==> src/rtl/pgstk_pkg.sv <==
package pgstk_pkg;

  typedef enum logic [1:0] {
    ACT_HOLD = 2'd0,
    ACT_PUSH = 2'd1,
    ACT_POP  = 2'd2
  } stk_act_e;

  // Hardware action chosen for one cycle; entry has priority over return.
  function automatic stk_act_e pick_action(input logic enter, input logic ret,
                                           input logic en);
    if (!en)        return ACT_HOLD;
    else if (enter) return ACT_PUSH;
    else if (ret)   return ACT_POP;
    else            return ACT_HOLD;
  endfunction

endpackage

==> src/rtl/pgstk_decode.sv <==
module pgstk_decode import pgstk_pkg::*; #(
  parameter int DEPTH  = 3,
  parameter int ADDR_W = 2
) (
  input  logic              irq_enter,
  input  logic              irq_return,
  input  logic              auto_en,
  input  logic              reg_wr,
  input  logic [ADDR_W-1:0] reg_addr,
  output logic              push_ev,
  output logic              pop_ev,
  output logic [DEPTH-1:0]  lvl_we,
  output logic              ctl_we
);

  stk_act_e act;
  logic     sw_ok;

  always_comb begin
    act     = pick_action(irq_enter, irq_return, auto_en);
    push_ev = (act == ACT_PUSH);
    pop_ev  = (act == ACT_POP);
    sw_ok   = reg_wr && (act == ACT_HOLD);
    ctl_we  = sw_ok && (int'(reg_addr) == DEPTH);
  end

  for (genvar i = 0; i < DEPTH; i++) begin : g_we
    assign lvl_we[i] = sw_ok && (int'(reg_addr) == i);
  end

  // at most one kind of update per cycle
  always_comb begin
    a_r6_one_update: assert ($onehot0({push_ev, pop_ev, |lvl_we, ctl_we}));
  end

endmodule

==> src/rtl/pgstk_levels.sv <==
module pgstk_levels #(
  parameter int PAGE_W = 8,
  parameter int DEPTH  = 3
) (
  input  logic                          clk,
  input  logic                          rst_n,
  input  logic                          push_ev,
  input  logic                          pop_ev,
  input  logic [PAGE_W-1:0]             push_page,
  input  logic [DEPTH-1:0]              lvl_we,
  input  logic [PAGE_W-1:0]             wdata,
  output logic [DEPTH-1:0][PAGE_W-1:0]  lvl
);

  for (genvar i = 0; i < DEPTH; i++) begin : g_lvl
    logic [PAGE_W-1:0] from_above;
    logic [PAGE_W-1:0] from_below;

    if (i == 0) begin : g_top
      assign from_above = push_page;
    end else begin : g_deeper
      assign from_above = lvl[i-1];
    end

    if (i == DEPTH - 1) begin : g_bottom
      assign from_below = lvl[i];
    end else begin : g_upper
      assign from_below = lvl[i+1];
    end

    always_ff @(posedge clk) begin
      if (!rst_n)         lvl[i] <= '0;
      else if (push_ev)   lvl[i] <= from_above;
      else if (pop_ev)    lvl[i] <= from_below;
      else if (lvl_we[i]) lvl[i] <= wdata;
    end
  end

  // push loads the vectored page and shifts down
  a_r2_push_shift: assert property (@(posedge clk) disable iff (!rst_n)
    push_ev |=> (lvl[0] == $past(push_page)) && (lvl[1] == $past(lvl[0]))
                && (lvl[2] == $past(lvl[1])));

  // pop shifts up and the bottom keeps its value
  a_r3_pop_shift: assert property (@(posedge clk) disable iff (!rst_n)
    pop_ev |=> (lvl[0] == $past(lvl[1])) && (lvl[1] == $past(lvl[2]))
               && $stable(lvl[2]));

  // no event and no write leaves the stack unchanged
  a_r8_idle_hold: assert property (@(posedge clk) disable iff (!rst_n)
    (!push_ev && !pop_ev && (lvl_we == '0)) |=> $stable(lvl));

endmodule

==> src/rtl/pgstk_top.sv <==
module pgstk_top import pgstk_pkg::*; #(
  parameter int PAGE_W = 8,
  parameter int DEPTH  = 3,
  localparam int ADDR_W = $clog2(DEPTH + 1)
) (
  input  logic              clk,
  input  logic              rst_n,
  input  logic              irq_enter,
  input  logic              irq_return,
  input  logic [PAGE_W-1:0] irq_page,
  input  logic              reg_wr,
  input  logic [ADDR_W-1:0] reg_addr,
  input  logic [PAGE_W-1:0] reg_wdata,
  output logic [PAGE_W-1:0] reg_rdata,
  output logic [PAGE_W-1:0] page_sel
);

  logic                         auto_en;
  logic                         push_ev;
  logic                         pop_ev;
  logic                         ctl_we;
  logic [DEPTH-1:0]             lvl_we;
  logic [DEPTH-1:0][PAGE_W-1:0] lvl;

  pgstk_decode #(.DEPTH(DEPTH), .ADDR_W(ADDR_W)) u_dec (
    .irq_enter (irq_enter),
    .irq_return(irq_return),
    .auto_en   (auto_en),
    .reg_wr    (reg_wr),
    .reg_addr  (reg_addr),
    .push_ev   (push_ev),
    .pop_ev    (pop_ev),
    .lvl_we    (lvl_we),
    .ctl_we    (ctl_we)
  );

  pgstk_levels #(.PAGE_W(PAGE_W), .DEPTH(DEPTH)) u_lvl (
    .clk      (clk),
    .rst_n    (rst_n),
    .push_ev  (push_ev),
    .pop_ev   (pop_ev),
    .push_page(irq_page),
    .lvl_we   (lvl_we),
    .wdata    (reg_wdata),
    .lvl      (lvl)
  );

  always_ff @(posedge clk) begin
    if (!rst_n)      auto_en <= 1'b1;
    else if (ctl_we) auto_en <= reg_wdata[0];
  end

  always_comb begin
    if (int'(reg_addr) < DEPTH) reg_rdata = lvl[reg_addr];
    else                        reg_rdata = {{(PAGE_W-1){1'b0}}, auto_en};
  end

  assign page_sel = lvl[0];

  // a push beats a same-cycle write to the top level
  a_r6_push_wins: assert property (@(posedge clk) disable iff (!rst_n)
    (irq_enter && auto_en && reg_wr) |=> (page_sel == $past(irq_page)));

  // strobes with the enable cleared and no write leave page_sel alone
  a_r8_disabled: assert property (@(posedge clk) disable iff (!rst_n)
    ((irq_enter || irq_return) && !auto_en && !reg_wr) |=> $stable(page_sel));

  // simultaneous strobes push
  a_r7_enter_first: assert property (@(posedge clk) disable iff (!rst_n)
    (irq_enter && irq_return && auto_en) |=> (page_sel == $past(irq_page)));

endmodule

==> config.mk <==
export PLATFORM = sky130hd
export DESIGN_NAME = pgstk_top
export DESIGN_NICKNAME = d
export VERILOG_FILES = /design/src/rtl/pgstk_pkg.sv /design/src/rtl/pgstk_decode.sv /design/src/rtl/pgstk_levels.sv /design/src/rtl/pgstk_top.sv
export SDC_FILE = /design/constraint.sdc
export NUM_CORES = 1
export LEC_CHECK = 0
export CAP_MARGIN = 20
export CORE_MARGIN = 8
export CORE_UTILIZATION = 45
export CTS_BUF_LIST = sky130_fd_sc_hd__clkbuf_8
export CTS_CLUSTER_SIZE = 16
export DETAILED_ROUTE_END_ITERATION = 10
export GPL_TIMING_DRIVEN = 1
export HOLD_SLACK_MARGIN = 0.08
export PLACE_DENSITY = 0.75
export RECOVER_POWER = 50
export SYNTH_ARGS = -nofsm -noshare
export SYNTH_HDL_FRONTEND = slang
export SYNTH_SLANG_ARGS = --single-unit
==> constraint.sdc <==
create_clock -name clk -period 1.25 [get_ports clk]
set_input_delay 0.125 -clock clk [delete_from_list [all_inputs] [get_ports clk]]
set_output_delay 0.125 -clock clk [all_outputs]
set_load 0.005 [all_outputs]
==> flow_metrics.py <==
metrics = {
    "critical_path": {
        "crit_arrival_ns": 1.54,
        "path_cells": "buf_6 > and2_4 > a41o_4 > a221oi_2",
        "cp_max_fo": 8,
        "crit_buf_inv": 1,
        "crit_family": "compound AO/OA/AOI/OAI gates",
        "worstSetupEndpointType": "flip-flop",
        "crit_path_start_kind": "flip-flop",
        "reg2reg_from": "auto_en$_SDFFE_PN1P_",
        "path_class": "flip-flop to flip-flop",
        "crit_required_ns": 1.44,
        "max_stage_delay_ns": 0.34,
        "reg2reg_depth": 4,
        "reg2reg_to": "u_lvl.g_lvl[1].from_below[1]$_SDFFE_PN0P_",
        "crit_slowest_cell": "dfxtp_2",
        "r2r_slack_ns": -0.10,
    },
    "die": {
        "initial_core_util": 0.459,
        "rows": 23,
        "die_h_um": 79.2,
        "die_w_um": 79.2,
        "io_pins": 39,
        "dieArea_mm2": 0.00627,
        "core_area_mm2": 0.00391,
    },
    "drt": {
        "drt-wirelength-per-cell_um": 18.8,
        "firstDrtPassIters": 4,
        "drt_wl_total_um": 6390,
        "postRouteAntennaNets": 0,
        "drc": 0,
        "via_per_inst": 5.96,
        "vias": 2025,
        "drt_iter0_drc": 291,
    },
    "synth": {
        "synth_xor_area_frac": 0,
        "synthesis.nets": 231,
        "synth_fa_ha_area_frac": 0,
        "avgSynthCellArea_um2": 8.63,
        "yosysWarnings": 0,
        "synth_seq_cells": 25,
        "synth_top_family_by_area": "compound AO/OA/AOI/OAI gates",
        "syn_area_mm2": 0.00180,
        "ys_seq_area_frac": 0.279,
        "synth_mux_area_frac": 0.0516,
        "syn_inst": 208,
        "synth_cell_types": 41,
        "synth-simple-area-share": 0.271,
        "synth_compound_area_frac": 0.295,
    },
    "grt": {
        "grtUsageTotal": 0.197,
        "grt_max_degree": 24,
        "grt_use_met1": 0.221,
        "grt_overflow": 0,
        "grt_pass1_wl_um": 9880,
        "antenna_found_initial": 0,
        "use_met3": 0.0361,
        "grt_busiest_layer": "met2",
        "grt_use_met2": 0.343,
        "grt_pass1_vias": 2037,
    },
    "sta": {
        "rsz0062_at_grt": "yes",
        "finalWorstSetupSlack_ns": -0.101,
        "tightest_slew_ns": 0.266,
        "period_needed_ns": 1.35,
        "hold_viol": 0,
        "fmax_ghz": 0.740,
        "fin_skew_ns": 0.00188,
        "maxSlewHeadroom": 0.823,
        "final_max_slew_viol_count": 0,
        "finalSetupTns_ns": -0.742,
        "setup_viol_count_final": 16,
        "timing.final.crit_share": 1.08,
    },
    "clocking": {
        "hold_buffers": 0,
        "cts-htree-levels": 1,
        "cts_made_buffers": 3,
        "cts_tree": "built",
        "cts_buffer_depth": 2,
        "clock-root-buffer": "clkbuf_8",
        "cts.sinks": 25,
        "clock_latency_ns": 0.28,
        "path_clk_slew_ns": 0.09,
    },
    "final_layout": {
        "layout-drive-gt1-share": 0.407,
        "layout_commonest_cell": "buf_4",
        "most-common-layout-cells": "buf_4, nand2_1, clkdlybuf4s50_1, dfxtp_1, nor3_1",
        "multi_input_area_mm2": 0.00119,
        "fin_util": 0.701,
        "num_antenna_cells": 0,
        "filler_cell_count": 310,
        "area_growth_pct": 52.8,
        "nets": 314,
        "regArea_um2": 510,
    },
    "hold_path": {
        "hold-path-endpoint": "auto_en$_SDFFE_PN1P_",
        "min_path_type": "primary input to flip-flop",
        "hp-start": "reg_wr",
        "whs_path_depth": 4,
    },
    "power": {
        "power_density_mw_per_mm2": 809,
        "peakVddDrop_uv": 518,
        "p_leak_nw": 1.20,
    },
    "job": {
        "drv_cap": 0,
    },
    "place": {
        "dp_hpwl_um": 3970,
        "place_congestion": 0.877,
        "port_buffers": 38,
    },
    "run_status": {
        "violations": "setup timing",
        "status": "finished with violations",
    },
}
[flip-flops by register name (all words and copies together) (netlist names)]
name,count
u_lvl.g_lvl.from_below,16
auto_en,1
u_lvl.g_lvl.from_above,8
[power breakdown]
group | total (mW) | internal, mW | leakage [nW] | switching [mW]
registers | 0.910 | 0.868 | 0.208 | 0.0429
logic | 0.797 | 0.436 | 0.963 | 0.361
clock network | 0.513 | 0.221 | 0.0269 | 0.291
[cell usage after synthesis]
cell type / count / area [um^2]
a21boi_0: 1 / 7.51
a21o_1: 1 / 7.51
a21oi_1: 2 / 10.0
a221o_1: 1 / 10.0
a221oi_1: 7 / 61.3
a221oi_2: 1 / 15.0
a22oi_1: 7 / 52.6
a22oi_2: 1 / 12.5
a311oi_1: 6 / 52.6
a311oi_2: 8 / 120
a31oi_1: 2 / 12.5
a41o_4: 1 / 21.3
and2_1: 13 / 81.3
and2_4: 1 / 8.76
and3b_1: 14 / 123
and4bb_2: 1 / 12.5
buf_1: 1 / 3.75
buf_2: 10 / 50.1
buf_4: 8 / 60.1
buf_6: 4 / 45.0
clkbuf_1: 5 / 18.8
dfxtp_1: 25 / 500
inv_1: 2 / 7.51
mux2i_1: 7 / 70.1
mux4_2: 1 / 22.5
nand2_1: 17 / 63.8
nand2b_1: 1 / 6.26
nand3_1: 3 / 15.0
nand3b_1: 2 / 15.0
nand4_1: 1 / 6.26
nand4b_1: 1 / 8.76
nor2_1: 9 / 33.8
nor2b_1: 3 / 18.8
nor3_1: 15 / 75.1
nor3b_2: 1 / 12.5
o21a_4: 1 / 15.0
o21ai_0: 18 / 90.1
o21ai_1: 3 / 15.0
o21ai_4: 1 / 16.3
o221a_2: 1 / 11.3
or2_1: 1 / 6.26
[area by class of cell]
cell class                 instances  area share
timing repair buffer             106       0.337
multi-input combinational        153       0.435
tap                               50      0.0228
inverter                           2     0.00274
clock inverter                     1     0.00137
sequential                        25       0.186
clock buffer                       3      0.0150
[layer usage]
metal	vias up	wire, um
li1	941	-
met1	961	2460
met2	107	3300
met3	16	473
met4	0	151
met5	-	0
[worst reg2reg max path, cell delays in order, from the launching register on]
cell	delay (ns)
dfxtp_2	0.34
buf_6	0.13
and2_4	0.18
a41o_4	0.32
a221oi_2	0.28
[metrics by stage]
stage | std cells | total power, mW | hold WS, ns | cell area [um^2] | setup slack (ns)
after floorplan | 208 | 1.30 | 0.201 | 1800 | 0.0319
after global placement | 322 | 1.63 | 0.488 | 2480 | -0.520
after detailed placement | 322 | 1.64 | 0.493 | 2480 | -0.520
after CTS | 339 | 2.15 | 0.504 | 2680 | -0.0908
after global routing | 340 | 2.31 | 0.440 | 2740 | -0.133
final | 340 | 2.22 | 0.422 | 2740 | -0.101
[cell families after synthesis]
| family | count (synthesis) |
|---|---|
| flops | 25 |
| compound gates | 62 |
| simple gates | 83 |
| mux | 8 |
| buf+inv | 30 |
[how the worst max path moves through the flow]
stage / startpoint / end / slack [ns] / cells after the start
detailed placement: irq_enter / u_lvl.g_lvl[1].from_below[2]$_SDFFE_PN0P_ / -0.52 / 6
floorplan: auto_en$_SDFFE_PN1P_ / u_lvl.g_lvl[1].from_above[7]$_SDFFE_PN0P_ / 0.03 / 5
CTS: auto_en$_SDFFE_PN1P_ / u_lvl.g_lvl[1].from_below[2]$_SDFFE_PN0P_ / -0.09 / 4
finish: auto_en$_SDFFE_PN1P_ / u_lvl.g_lvl[1].from_below[1]$_SDFFE_PN0P_ / -0.10 / 4
global placement: reg_addr[0] / reg_rdata[1] / -0.52 / 6
global route: auto_en$_SDFFE_PN1P_ / u_lvl.g_lvl[1].from_below[7]$_SDFFE_PN0P_ / -0.13 / 4
[timing repair]
item                                    4_1_cts  5_1_grt
cloned                                        0        1
setup buffers                                13        1
pin swaps                                    10        9
resized for setup                            60       21
endpoints found under the setup margin       40       28
Note: power is estimated with default switching activity, not from simulation.
